$ cat src/rtl/tc_pkg.sv
package tc_pkg;

    typedef enum logic [1:0] {
        EDGE_OFF  = 2'b00,
        EDGE_RISE = 2'b01,
        EDGE_FALL = 2'b10,
        EDGE_ANY  = 2'b11
    } edge_mode_e;

    typedef enum logic [1:0] {
        ACT_KEEP   = 2'b00,
        ACT_HIGH   = 2'b01,
        ACT_LOW    = 2'b10,
        ACT_TOGGLE = 2'b11
    } pin_act_e;

endpackage

$ cat src/rtl/tc_pin_sync.sv
module tc_pin_sync #(
    parameter int STAGES = 2
) (
    input  logic clk,
    input  logic rst_n,
    input  logic pin,
    output logic rise,
    output logic fall
);
    localparam int CHAIN_W = STAGES + 1;

    logic [CHAIN_W-1:0] chain_d, chain_q;

    always_comb begin
        chain_d = {chain_q[CHAIN_W-2:0], pin};
    end

    always_ff @(posedge clk) begin
        if (!rst_n) chain_q <= '0;
        else        chain_q <= chain_d;
    end

    // newest synchronized sample against the one before it
    assign rise = chain_q[STAGES-1] & ~chain_q[STAGES];
    assign fall = ~chain_q[STAGES-1] & chain_q[STAGES];
endmodule

$ cat src/rtl/tc_tb_pick.sv
module tc_tb_pick #(
    parameter int TB_W = 16
) (
    input  logic            sel,
    input  logic [TB_W-1:0] tb_a,
    input  logic [TB_W-1:0] tb_b,
    output logic [TB_W-1:0] tb_out
);
    assign tb_out = sel ? tb_b : tb_a;
endmodule

$ cat src/rtl/tc_ge_cmp.sv
module tc_ge_cmp #(
    parameter int TB_W = 16
) (
    input  logic [TB_W-1:0] now_val,
    input  logic [TB_W-1:0] ref_val,
    output logic            reached
);
    localparam int SIGN_BIT = TB_W - 1;

    logic [TB_W-1:0] diff;

    // half-range window: the difference lies in [0, 2^(W-1))
    assign diff    = now_val - ref_val;
    assign reached = ~diff[SIGN_BIT];
endmodule

$ cat src/rtl/tmr_channel.sv
module tmr_channel
    import tc_pkg::*;
#(
    parameter int TB_W        = 16,
    parameter int SYNC_STAGES = 2
) (
    input  logic            clk,
    input  logic            rst_n,
    input  logic [TB_W-1:0] tb_a,
    input  logic [TB_W-1:0] tb_b,
    input  logic            cfg_we,
    input  logic            cfg_dir_out,
    input  logic            cfg_match_sel,
    input  logic            cfg_cap_sel,
    input  logic [1:0]      cfg_edge,
    input  logic [1:0]      cfg_action,
    input  logic            cfg_pin_lvl,
    input  logic            match_we,
    input  logic [TB_W-1:0] match_val,
    input  logic            pin_in,
    output logic            pin_out,
    output logic            pin_oe,
    output logic [TB_W-1:0] cap_val,
    output logic            cap_evt,
    output logic            match_evt
);

    typedef struct packed {
        logic            dir_out;
        logic            match_sel;
        logic            cap_sel;
        edge_mode_e      edge_mode;
        pin_act_e        pin_act;
        logic            pin_lvl;
        logic            armed;
        logic [TB_W-1:0] match_reg;
        logic [TB_W-1:0] cap_reg;
        logic            match_pulse;
        logic            cap_pulse;
    } chan_st_t;

    localparam chan_st_t ST_RESET = '0;

    chan_st_t st_d, st_q;

    logic            pin_rise, pin_fall;
    logic [TB_W-1:0] tb_for_match, tb_for_cap;
    logic            reached;
    logic            fire, cap_hit;

    tc_pin_sync #(.STAGES(SYNC_STAGES)) i_sync (
        .clk  (clk),
        .rst_n(rst_n),
        .pin  (pin_in),
        .rise (pin_rise),
        .fall (pin_fall)
    );

    tc_tb_pick #(.TB_W(TB_W)) i_pick_match (
        .sel   (st_q.match_sel),
        .tb_a  (tb_a),
        .tb_b  (tb_b),
        .tb_out(tb_for_match)
    );

    tc_tb_pick #(.TB_W(TB_W)) i_pick_cap (
        .sel   (st_q.cap_sel),
        .tb_a  (tb_a),
        .tb_b  (tb_b),
        .tb_out(tb_for_cap)
    );

    tc_ge_cmp #(.TB_W(TB_W)) i_cmp (
        .now_val(tb_for_match),
        .ref_val(st_q.match_reg),
        .reached(reached)
    );

    assign fire    = st_q.armed & reached;
    assign cap_hit = ~st_q.dir_out &
                     ((pin_rise & st_q.edge_mode[0]) | (pin_fall & st_q.edge_mode[1]));

    always_comb begin
        st_d             = st_q;
        st_d.match_pulse = 1'b0;
        st_d.cap_pulse   = 1'b0;

        if (fire) begin
            st_d.match_pulse = 1'b1;
            st_d.armed       = 1'b0;
            unique case (st_q.pin_act)
                ACT_HIGH:   st_d.pin_lvl = 1'b1;
                ACT_LOW:    st_d.pin_lvl = 1'b0;
                ACT_TOGGLE: st_d.pin_lvl = ~st_q.pin_lvl;
                default:    st_d.pin_lvl = st_q.pin_lvl;
            endcase
        end

        if (cfg_we) begin
            st_d.dir_out   = cfg_dir_out;
            st_d.match_sel = cfg_match_sel;
            st_d.cap_sel   = cfg_cap_sel;
            st_d.edge_mode = edge_mode_e'(cfg_edge);
            st_d.pin_act   = pin_act_e'(cfg_action);
            st_d.pin_lvl   = cfg_pin_lvl;
        end

        if (match_we) begin
            st_d.match_reg   = match_val;
            st_d.armed       = 1'b1;
            st_d.match_pulse = 1'b0;
        end

        if (cap_hit) begin
            st_d.cap_reg   = tb_for_cap;
            st_d.cap_pulse = 1'b1;
        end
    end

    always_ff @(posedge clk) begin
        if (!rst_n) st_q <= ST_RESET;
        else        st_q <= st_d;
    end

    assign pin_out   = st_q.pin_lvl;
    assign pin_oe    = st_q.dir_out;
    assign cap_val   = st_q.cap_reg;
    assign cap_evt   = st_q.cap_pulse;
    assign match_evt = st_q.match_pulse;

endmodule

$ cat config.mk
export PLATFORM = sky130hd
export DESIGN_NAME = tmr_channel
export DESIGN_NICKNAME = d
export VERILOG_FILES = /design/src/rtl/tc_pkg.sv /design/src/rtl/tc_pin_sync.sv /design/src/rtl/tc_tb_pick.sv /design/src/rtl/tc_ge_cmp.sv /design/src/rtl/tmr_channel.sv
export SDC_FILE = /design/constraint.sdc
export NUM_CORES = 1
export LEC_CHECK = 0
export CAP_MARGIN = 0
export CELL_PAD_IN_SITES_DETAIL_PLACEMENT = 0
export CELL_PAD_IN_SITES_GLOBAL_PLACEMENT = 1
export CORE_MARGIN = 3
export CORE_UTILIZATION = 49
export DETAILED_ROUTE_END_ITERATION = 7
export DONT_BUFFER_PORTS = 1
export GPL_ROUTABILITY_DRIVEN = 0
export PLACE_DENSITY_LB_ADDON = 0.1
export SYNTH_ARGS = -nofsm -noshare
export SYNTH_HDL_FRONTEND = slang
export SYNTH_SLANG_ARGS = --single-unit
$ cat constraint.sdc
create_clock -name clk -period 4.7 [get_ports clk]
set_input_delay 0.705 -clock clk [delete_from_list [all_inputs] [get_ports clk]]
set_output_delay 0.705 -clock clk [all_outputs]
set_load 0.01 [all_outputs]
# After elaboration in Yosys (flattened, before gate mapping)
# Cells that the tools add are included.
# totals
regBits	46
output_inout_bits	20
elab_cells	42
# classes
addsub	1
eq_ne	3
n_mux	8
bitwise	13
n_reduce_logical	5
# ops
op	count
16-bit two-way mux	2
17-bit two-way mux	1
16-bit subtractor	1
1-bit bitwise AND	6
1-bit inverter	6
2-bit equality test (second input constant)	2
2-bit nonzero test	2
4-bit nonzero test	1
1-bit two-way mux	3
1-bit case mux with 3 select lines	1
2-bit by 1-bit equality test with 1-bit output (second input constant)	1
2-bit two-way mux	1
2-bit AND reduction	1
2-bit OR reduction	1
1-bit bitwise OR	1

# Logic depth before layout (Yosys ltp)
# Gate-level depths: netlist of run 1.
# depth
word_depth	6
mapped_depth	10
mapped_depth_nobuf	8

# Modules after synthesis
# From an unflattened synthesis of run 1, not the netlist that was laid out.
# unflattened
cells_unflattened	264
area_unflattened_um2	2763.9
# by_module_without_submodules
mod	n_inst	cells_each	area_each_um2	seq_area_each_um2
tmr_channel	1	164	1804.2	860.8
tc_tb_pick	2	18	249.0	0.0
tc_ge_cmp	1	56	370.4	0.0
tc_pin_sync	1	8	91.3	60.1

# Worst setup path before layout of run 1
# No wires, ideal clock.
# synth_path
path_type	reg2reg
startpoint	register st_q[41] (netlist name)
endpoint	register st_q (netlist bit pin_out)
setup_time_ns	0.074
arrival_time_ns	2.626
slack_ns	1.999
path_stages_with_launch	11
cell_sequence	dfxtp_1 buf_6 clkbuf_1 mux2_2 ha_1 nand4_1 nor4_2 a221oi_2 and3_1 or3_1 a31oi_1
# synth_between
elab_chain_cells	6
# synth_rtl
item	line	text
from (decl)	tmr_channel.sv:44	chan_st_t st_d, st_q;
from (signal assigned)	tmr_channel.sv:122	else st_q <= st_d;
16-bit two-way mux	tc_tb_pick.sv:9	assign tb_out = sel ? tb_b : tb_a;
16-bit subtractor	tc_ge_cmp.sv:13	assign diff = now_val - ref_val;
1-bit inverter	tc_ge_cmp.sv:14	assign reached = ~diff[SIGN_BIT];
1-bit bitwise AND	tmr_channel.sv:79	assign fire = st_q.armed & reached;
2-bit nonzero test (no source line)	-	
2-bit AND reduction (no source line)	-	
# No other way between the ends.
# A chain may end at the register's enable or synchronous reset.

# Final worst setup path of run 1
# Ends and elaborated chain as after synthesis.

==> results of run 1 <==
==> layer usage <==
metal	up-vias	global-route usage, %	part of all wire [%]
li1	855	-	-
met1	764	21.09	45
met2	66	27.33	45
met3	5	6.537	9.3
met4	0	4.720	1.2
met5	-	0	0
==> through the flow <==
stage	hold slack [ns]	utilization, %
after detailed placement	0.4351	50.73
after floorplan	0.4119	-
after CTS	0.4543	52.61
after global routing	0.4457	52.61
after global placement	0.4250	50.73
final	0.4507	52.61
==> state kept, by name, summed over array words and instances (netlist names) <==
register,flops
cap_val,16
pin_out,1
pin_oe,1
match_evt,1
st_q,23
i_sync.chain_q,3
cap_evt,1
==> path summary, 6_finish.rpt <==
check | from | endpoint | slack (ns)
max | st_q[41] | pin_out | 1.79
min reg2reg | i_sync.chain_q[0] | i_sync.chain_q[1] | 0.45
min | i_sync.chain_q[0] | i_sync.chain_q[1] | 0.45
max reg2reg | st_q[41] | pin_out | 1.79
==> cells by family after synthesis <==
| group | after synthesis | synth area share (%) |
|---|---|---|
| adders and majority gates | 16 | 7.752 |
| xor gates and xnor gates | 1 | 0.3392 |
| muxes | 55 | 22.00 |
| and+or+nand+nor | 63 | 13.32 |
| DFF | 46 | 35.66 |
| buffers and inverters | 51 | 10.13 |
| AOI/OAI and AO/OA | 34 | 10.80 |
==> power breakdown <==
group / internal (mW) / total, mW / leakage, nW / switching (mW)
registers: 0.407 / 0.427 / 0.377 / 0.0200
clock network: 0.106 / 0.245 / 0.0408 / 0.139
logic: 0.0585 / 0.104 / 0.786 / 0.0454
==> cell usage in the layout (no fill, tap or decap), types with 5 or more instances in the layout <==
master	netlist	layout
nand2_1	19	19
mux2i_1	41	41
o211a_1	16	16
mux2_2	14	14
o21ai_0	5	5
ha_1	16	16
dfxtp_1	46	46
inv_1	20	20
nor2b_1	24	24
clkbuf_8	0	5
==> critical path: cells and delay by family, from the launching register on <==
| family | cells | cell delay [ns] |
|---|---|---|
| and+or+nand+nor | 4 | 1.03 |
| DFF | 1 | 0.82 |
| muxes | 1 | 0.42 |
| adders and majority gates | 1 | 0.31 |
| AOI/OAI and AO/OA | 2 | 0.27 |
==> layout make-up <==
cell class	instances	area [um^2]	share of cell area, %
multi-input combinational	169	1404	54.33
sequential	46	920.9	35.64
tap	67	83.83	3.245
inverter	20	75.07	2.906
clock buffer	5	68.82	2.663
clock inverter	3	23.77	0.9201
timing repair buffer	1	7.507	0.2906
==> run metrics, run 1 <==
status completed; # Max-Cap Violations 0; Final min period 2.914 ns; largest net degree at the start of global routing 47; initial antenna violation count 0; most frequent cell after synthesis dfxtp_1; worst r2r path cells 8; Layout fillers 454; unrepaired setup endpoints after global routing no; CP required 4.94 ns; Die ar. 6177 um^2; # setup viols final 0; vias in the first global route 1,780; total chip power 776.4 uW; slew margin rel. approximately 37%; worst path cell trace mux2_2 > ha_1 > nand4_1 > nor4_2 > a221oi_2 > and3_1 > or3_1 > a31oi_1; Total Neg Setup Slack 0 ns; via/cell ratio ~5.4; Crit. End Element flop; Tcrit/Tclk final between 60 and 70%; Placement Cell Area between 2000 and 2500 um^2; Mapped Nets 343; Yosys reg bits 46; Min-Delay Path Class reg -> reg; I/O pin cnt 81; HPWL after DPL approximately 4000 um; total gr overflow 0; synthesis warning total 0; clock buffer count from CTS 5; gr usage total 16.99%; Rows 25; cts hold-fix bufs 0; top-area cell type share of the netlist area 35.66%; CTS sink count 46; Seq/Total Area, Yosys 35.66%; Netlist Area Pre-Place around 2600 um^2; largest stage delay on the critical path 0.82 ns; Post-synth EDFFs 0; first-pass GRT wire length 8286 um; Inserted Diodes 0; Crit Path Category reg -> reg; Pleak 1.204 nW; slack of the critical path 1.786 ns; Routed WL 5120 um; DRC Markers 0; count of different cell masters after synthesis 32; die extent in x 78.60 um; Placement Setup Slack 1.783 ns; CP Data Arrival Time 3.15 ns; final hold violation count 0; cells after synthesis 266; post-route ant nets 0; Placed Instances 303; PD cells 300.5 nW/um^2; Top FF cell, synth dfxtp_1; clk_lat worst skew 0.30 ns; Clock transition at path regs 0.09 ns; Avg Inst Size Synth slightly below 10 um^2; CTS root buffer clkbuf_8; dominant cells by area after synthesis dfxtp_1 (36%), mux2i_1 (16%), ha_1 (7.8%); post-CTS sizing 0; CP max stage cell dfxtp_1; H-Tree Depth 2; number of port buffers 0; CTS tree built; Initial Utilization 52.59%; Final Cell Area 2584 um^2; vias between 1,500 and 2,000; post-route insts no fill 311; share of layout cells above drive strength 1 11.07%; Final Max Tran Viols 0; FMAX 343.2 MHz; Wirelength per Cell 16.46 um; largest area contributor in the netlist dfxtp_1; nets 320; VDD IR max 186.3 uV; synthesis-to-layout area growth 0.04852%; Worst Path Max Fanout 17; iteration-0 DRC count of the detailed router between 50 and 60; startpoint types flop; post-CTS setup buffer count 0; CTS max path bufs 2; drt pass-1 iters 4; die height ~80 um; Final Skew 0.01163 ns; top cells by count, synth dfxtp_1 (46), mux2i_1 (41), nor2b_1 (24), inv_1 (20), nand2_1 (19); Hold Path Depth 1; Post-synth ARST share 0%; Tightest Pin Transition ~0.94 ns; total core area 4911 um^2
Note: power is estimated with default switching activity, not from simulation.
==> run 2, diff against run 1 <==
--- a/config.mk
+++ b/config.mk
@@ -9,7 +9,7 @@
 export CELL_PAD_IN_SITES_DETAIL_PLACEMENT = 0
 export CELL_PAD_IN_SITES_GLOBAL_PLACEMENT = 1
 export CORE_MARGIN = 3
-export CORE_UTILIZATION = 49
+export CORE_UTILIZATION = 42
 export DETAILED_ROUTE_END_ITERATION = 7
 export DONT_BUFFER_PORTS = 1
 export GPL_ROUTABILITY_DRIVEN = 0
==> constraint.sdc (replaced) <==
create_clock -name clk -period 2.35 [get_ports clk]
set_input_delay 0.3525 -clock clk [delete_from_list [all_inputs] [get_ports clk]]
set_output_delay 0.3525 -clock clk [all_outputs]
set_load 0.01 [all_outputs]
==> run metrics, run 2 (synthesis gave the netlist of run 1 again) <==
status finished, violations left (was completed); failing checks setup timing; Crit. End Element flop (unchanged); vias 1,735 (was 1,690); die extent in x 84.42 um (was 78.60 um); Clock transition at path regs 0.08 ns (was 0.09 ns); I/O pin cnt 81 (unchanged); CTS root buffer clkbuf_8 (unchanged); Inserted Diodes 0 (unchanged); final hold violation count 0 (unchanged); largest net degree at the start of global routing 47 (unchanged); FMAX 413.4 MHz (was 343.2 MHz); commonest non-fill, non-tap cell in the layout dfxtp_1 (unchanged); Tightest Pin Transition 0.3071 ns (was 0.9431 ns); number of port buffers 0 (unchanged); clock buffer count from CTS 5 (unchanged); Wirelength per Cell 16.58 um (was 16.46 um); H-Tree Depth 2 (unchanged); # Max-Cap Violations 0 (unchanged); iteration-0 DRC count of the detailed router 28 (was 58); Sw Ratio 23.32% (was 26.32%); unrepaired setup endpoints after global routing yes (was no); Placement Setup Slack -0.08036 ns (was 1.783 ns); Min-Delay Path Class in -> reg (was reg -> reg); CP Data Arrival Time 2.65 ns (was 3.15 ns); gr usage total 15.80% (was 16.99%); CTS max path bufs 2 (unchanged); # setup viols final 1 (was 0); slack of the critical path -0.06887 ns (was 1.786 ns); CTS sink count 46 (unchanged); die height 84.42 um (was 78.60 um); Routed WL 5355 um (was 5120 um); Pleak 1.282 nW (was 1.204 nW); Final Max Tran Viols 0 (unchanged); PD cells 611.9 nW/um^2 (was 300.5 nW/um^2); Worst Path Max Fanout 13 (was 17); Initial Utilization 45.23% (was 52.59%); CP required 2.58 ns (was 4.94 ns); Flop pwr share 49.6% (was 55.0%); NetSw 394.8 uW (was 204.3 uW); reg2reg setup slack -0.07 ns (was 1.79 ns); Final Skew 0.005358 ns (was 0.01163 ns); slew margin rel. 79.34% (was 37.04%); share of layout cells above drive strength 1 16.73% (was 11.07%); initial antenna violation count 0 (unchanged); synthesis-to-layout area growth 7.122% (was 0.04852%); Pint 1.298 mW (was 572.0 uW); first-pass GRT wire length 8956 um (was 8286 um); Crit Path Category reg -> reg (unchanged); drt pass-1 iters 4 (unchanged); Layout fillers 583 (was 454); CTS tree built (unchanged); total core area 5709 um^2 (was 4911 um^2); max reg flops 23 (unchanged); VDD IR max 279.7 uV (was 186.3 uV); part of the power in the clock network 35.2% (was 31.6%); via/cell ratio 5.372 (was 5.434); clk_lat worst skew 0.30 ns (about the same); DRC Markers 0 (unchanged); Comb power frac 15.2% (was 13.4%); post-route ant nets 0 (unchanged); startpoint types flop (unchanged); Die ar. 7126 um^2 (was 6177 um^2); total gr overflow 0 (unchanged); total chip power 1.693 mW (was 776.4 uW); Tcrit/Tclk final 102.9% (was 62.00%); vias in the first global route 1,867 (was 1,780); commonest non-fill, non-tap cells in the layout dfxtp_1 (45), mux2i_1 (41), nor2b_1 (24), inv_1 (20), nand2_1 (19) (was dfxtp_1 (46), mux2i_1 (41), nor2b_1 (24), inv_1 (20), nand2_1 (19)); Rows 27 (was 25); largest register by flop count st_q (unchanged); nets 328 (was 320); HPWL after DPL 4064 um (was 3988 um); Final min period 2.419 ns (was 2.914 ns)
run 2: power groups by stage:
stage / logic, mW / registers, mW / clock network [mW]
2_1_floorplan: 0.235 / 0.848 / 0
3_3_place_gp: 0.241 / 0.859 / 0
3_5_place_dp: 0.246 / 0.859 / 0
4_1_cts: 0.255 / 0.841 / 0.616
5_1_grt: 0.294 / 0.846 / 0.653
6_report: 0.258 / 0.840 / 0.595
run 2: path summary, 6_finish.rpt:
path,startpoint,end,depth (start not counted)
hold / removal,match_we,match_evt,1
hold reg to reg,i_sync.chain_q[0],i_sync.chain_q[1],1
setup reg to reg,st_q[41],pin_out,9
setup / recovery,st_q[41],pin_out,9
run 2: metal layers:
layer | vias up | track usage (%) | routed length (um)
met1 | 803 | 18.72 | 2276
met5 | - | 0 | 0
met4 | 0 | 5.180 | 59
met3 | 7 | 6.869 | 551
li1 | 869 | - | -
met2 | 56 | 25.75 | 2467
run 2: critical path, cell delays in order, from the launching register on:
cell and delay [ns]:
dfxtp_4 0.37, buf_12 0.14, mux2_4 0.31, ha_4 0.27
nand4_1 0.17, nor4_2 0.34, a221oi_2 0.11, and3_4 0.21
or3_1 0.30, a31oi_1 0.13
run 2: cell type report:
type / count / area (um^2) / share of cell area [%]
inverters: 20 / 75.07 / 2.714
clock buffers: 6 / 82.58 / 2.985
clock inverters: 1 / 30.03 / 1.085
repair buffers: 9 / 80.08 / 2.895
flip-flops and latches: 46 / 924.6 / 33.42
well taps: 72 / 90.09 / 3.256
multi-input cells: 169 / 1484 / 53.64
run 2: metrics by stage:
step | std cells | setup TNS (ns) | util (%) | hold slack [ns] | cell area, um^2
detailed placement | 313 | -0.08171 | 45.56 | 0.4319 | 2601
finish | 323 | -0.06887 | 48.46 | 0.1486 | 2766
global route | 323 | -0.4497 | 48.46 | 0.1196 | 2766
floorplan | 266 | -0.04159 | - | 0.4119 | 2658
global placement | 313 | -0.008557 | 45.56 | 0.4257 | 2601
CTS | 321 | -0.05142 | 48.06 | 0.1335 | 2744
run 2: timing repair:
action | 4_1_cts | 5_1_grt
setup buffers | 1 | 2
hold buffers | 0 | 0
endpoints found under the setup margin | 3 | 3
resized for setup | 3 | 2
pin swaps | 2 | 2
==> run 3, diff against run 2 <==
--- a/config.mk
+++ b/config.mk
@@ -5,7 +5,7 @@
 export SDC_FILE = /design/constraint.sdc
 export NUM_CORES = 1
 export LEC_CHECK = 0
-export CAP_MARGIN = 0
+export CAP_MARGIN = 10
 export CELL_PAD_IN_SITES_DETAIL_PLACEMENT = 0
 export CELL_PAD_IN_SITES_GLOBAL_PLACEMENT = 1
 export CORE_MARGIN = 3
@@ -13,7 +13,7 @@
 export DETAILED_ROUTE_END_ITERATION = 7
 export DONT_BUFFER_PORTS = 1
 export GPL_ROUTABILITY_DRIVEN = 0
-export PLACE_DENSITY_LB_ADDON = 0.1
+export PLACE_DENSITY_LB_ADDON = 0.08
 export SYNTH_ARGS = -nofsm -noshare
 export SYNTH_HDL_FRONTEND = slang
 export SYNTH_SLANG_ARGS = --single-unit
==> run metrics, run 3 (synthesis gave the netlist of run 1 again) <==
# setup viols final 1 (unchanged); vias in the first global route 1,815 (was 1,867); max reg flops 23 (unchanged); Crit. End Element flop (unchanged); reg2reg setup slack -0.03 ns (was -0.07 ns); clock buffer count from CTS 5 (unchanged); Final Skew 0.006797 ns (was 0.005358 ns); largest register by flop count st_q (unchanged); status finished, violations left (unchanged); area of the multi-input gates 1533 um^2 (was 1484 um^2); Die ar. 7126 um^2 (unchanged); CTS root buffer clkbuf_8 (unchanged); total core area 5709 um^2 (unchanged); Pleak 1.300 nW (was 1.282 nW); Total Neg Setup Slack -0.02719 ns (was -0.06887 ns); startpoint types flop (unchanged); Worst Path Max Fanout 13 (unchanged); total gr overflow 0 (unchanged); start of the worst register-to-register path st_q[41] (unchanged); CP Data Arrival Time 2.61 ns (was 2.65 ns); Placement Cell Area 2594 um^2 (was 2601 um^2); final hold violation count 0 (unchanged); CTS max path bufs 2 (unchanged); Final min period 2.377 ns (was 2.419 ns); commonest non-fill, non-tap cells in the layout dfxtp_1 (45), mux2i_1 (41), nor2b_1 (24), inv_1 (20), nand2_1 (19) (unchanged); Tightest Pin Transition 0.3292 ns (was 0.3071 ns); unrepaired setup endpoints after global routing yes (unchanged); Initial Utilization 45.23% (unchanged); slew margin rel. 78.05% (was 79.34%); Hold Path Origin match_we (unchanged); cts hold-fix bufs 0 (unchanged); drt pass-1 iters 4 (unchanged); CP required 2.59 ns (was 2.58 ns); first-pass GRT wire length 8859 um (was 8956 um); vias 1,709 (was 1,735); FMAX 420.7 MHz (was 413.4 MHz); Final Cell Area 2840 um^2 (was 2766 um^2); worst r2r path cells 9 (unchanged); synthesis-to-layout area growth 9.980% (was 7.122%); Clock transition at path regs 0.09 ns (was 0.08 ns); largest net degree at the start of global routing 47 (unchanged); nets 328 (unchanged); Reg area 924.6 um^2 (unchanged); gr usage total 15.65% (was 15.80%); CTS sink count 46 (unchanged); Hold Path Depth 1 (unchanged); number of port buffers 0 (unchanged); Routed WL 5514 um (was 5355 um); Min-Delay Path Class in -> reg (unchanged); commonest non-fill, non-tap cell in the layout dfxtp_1 (unchanged); WHS Endpoint match_evt (unchanged); I/O pin cnt 81 (unchanged); Inserted Diodes 0 (unchanged); slack of the critical path -0.02719 ns (was -0.06887 ns); iteration-0 DRC count of the detailed router 69 (was 28); VDD IR max 281.9 uV (was 279.7 uV); Crit Path Category reg -> reg (unchanged); HPWL after DPL 4122 um (was 4064 um); share of layout cells above drive strength 1 18.25% (was 16.73%); post-route ant nets 0 (unchanged); DRC Markers 0 (unchanged); die height 84.42 um (unchanged); H-Tree Depth 2 (unchanged); r2r endpoint pin_out (unchanged); via/cell ratio 5.275 (was 5.372); failing checks setup timing (unchanged); Final Max Tran Viols 0 (unchanged); Tcrit/Tclk final 101.2% (was 102.9%); Wirelength per Cell 17.02 um (was 16.58 um); clk_lat worst skew 0.30 ns (about the same); Placement Setup Slack -0.09369 ns (was -0.08036 ns); CTS tree built (unchanged); total chip power 1.817 mW (was 1.693 mW); initial antenna violation count 0 (unchanged); Layout fillers 545 (was 583); Rows 27 (unchanged); # Max-Cap Violations 0 (unchanged); die extent in x 84.42 um (unchanged); PD cells 639.6 nW/um^2 (was 611.9 nW/um^2)
## run 3: layer usage
layer  GRT usage, %  routed length (um)  vias up
met4          3.885                  42        0
met2          24.61                2466       62
met5              0                   0        -
li1               -                   -      879
met3          6.968                 575        4
met1          19.70                2429      764
## run 3: layout make-up
type,count,share of cell area [%]
clock buffers,5,2.423
multi-input cells,169,53.96
clock inverters,3,2.423
flip-flops and latches,46,32.56
well taps,72,3.172
repair buffers,9,2.819
inverters,20,2.643
## run 3: worst max-delay path by stage
stage,endpoint,startpoint,slack [ns],cells after the start
2_1_floorplan,pin_out,st_q[41],-0.04,10
3_3_place_gp,pin_out,st_q[41],-0.02,9
3_5_place_dp,pin_out,st_q[41],-0.09,9
4_1_cts,pin_out,st_q[41],-0.05,9
5_1_grt,pin_out,st_q[41],-0.11,10
6_report,pin_out,st_q[41],-0.03,9
## run 3: report_power, final
group	leakage [nW]	switching (mW)	total (mW)	internal [mW]
clock	0.0683	0.279	0.705	0.426
sequential	0.377	0.0255	0.839	0.814
combinational	0.854	0.120	0.273	0.152
total	1.30	0.424	1.82	1.39
## run 3: what timing repair did
item,CTS,global route
gates resized for setup,5,5
buffers inserted,4,0
cloned,0,0
pin swaps,1,0
endpoints found under the setup margin,2,2
## run 3: through the flow
step | std cells | util (%) | hold slack [ns]
final | 324 | 49.75 | 0.1303
after global routing | 324 | 49.75 | 0.1124
after CTS | 324 | 49.11 | 0.1204
after detailed placement | 312 | 45.43 | 0.4219
after global placement | 312 | 45.43 | 0.4187
after floorplan | 266 | - | 0.4119
## run 3: critical path, stage by stage, from the launching register on
cell,delay (ns)
dfxtp_4,0.37
buf_12,0.14
mux2_2,0.37
ha_4,0.28
nand4_1,0.14
nor4_2,0.27
a221oi_2,0.11
and3_4,0.21
or3_1,0.30
a31oi_1,0.12
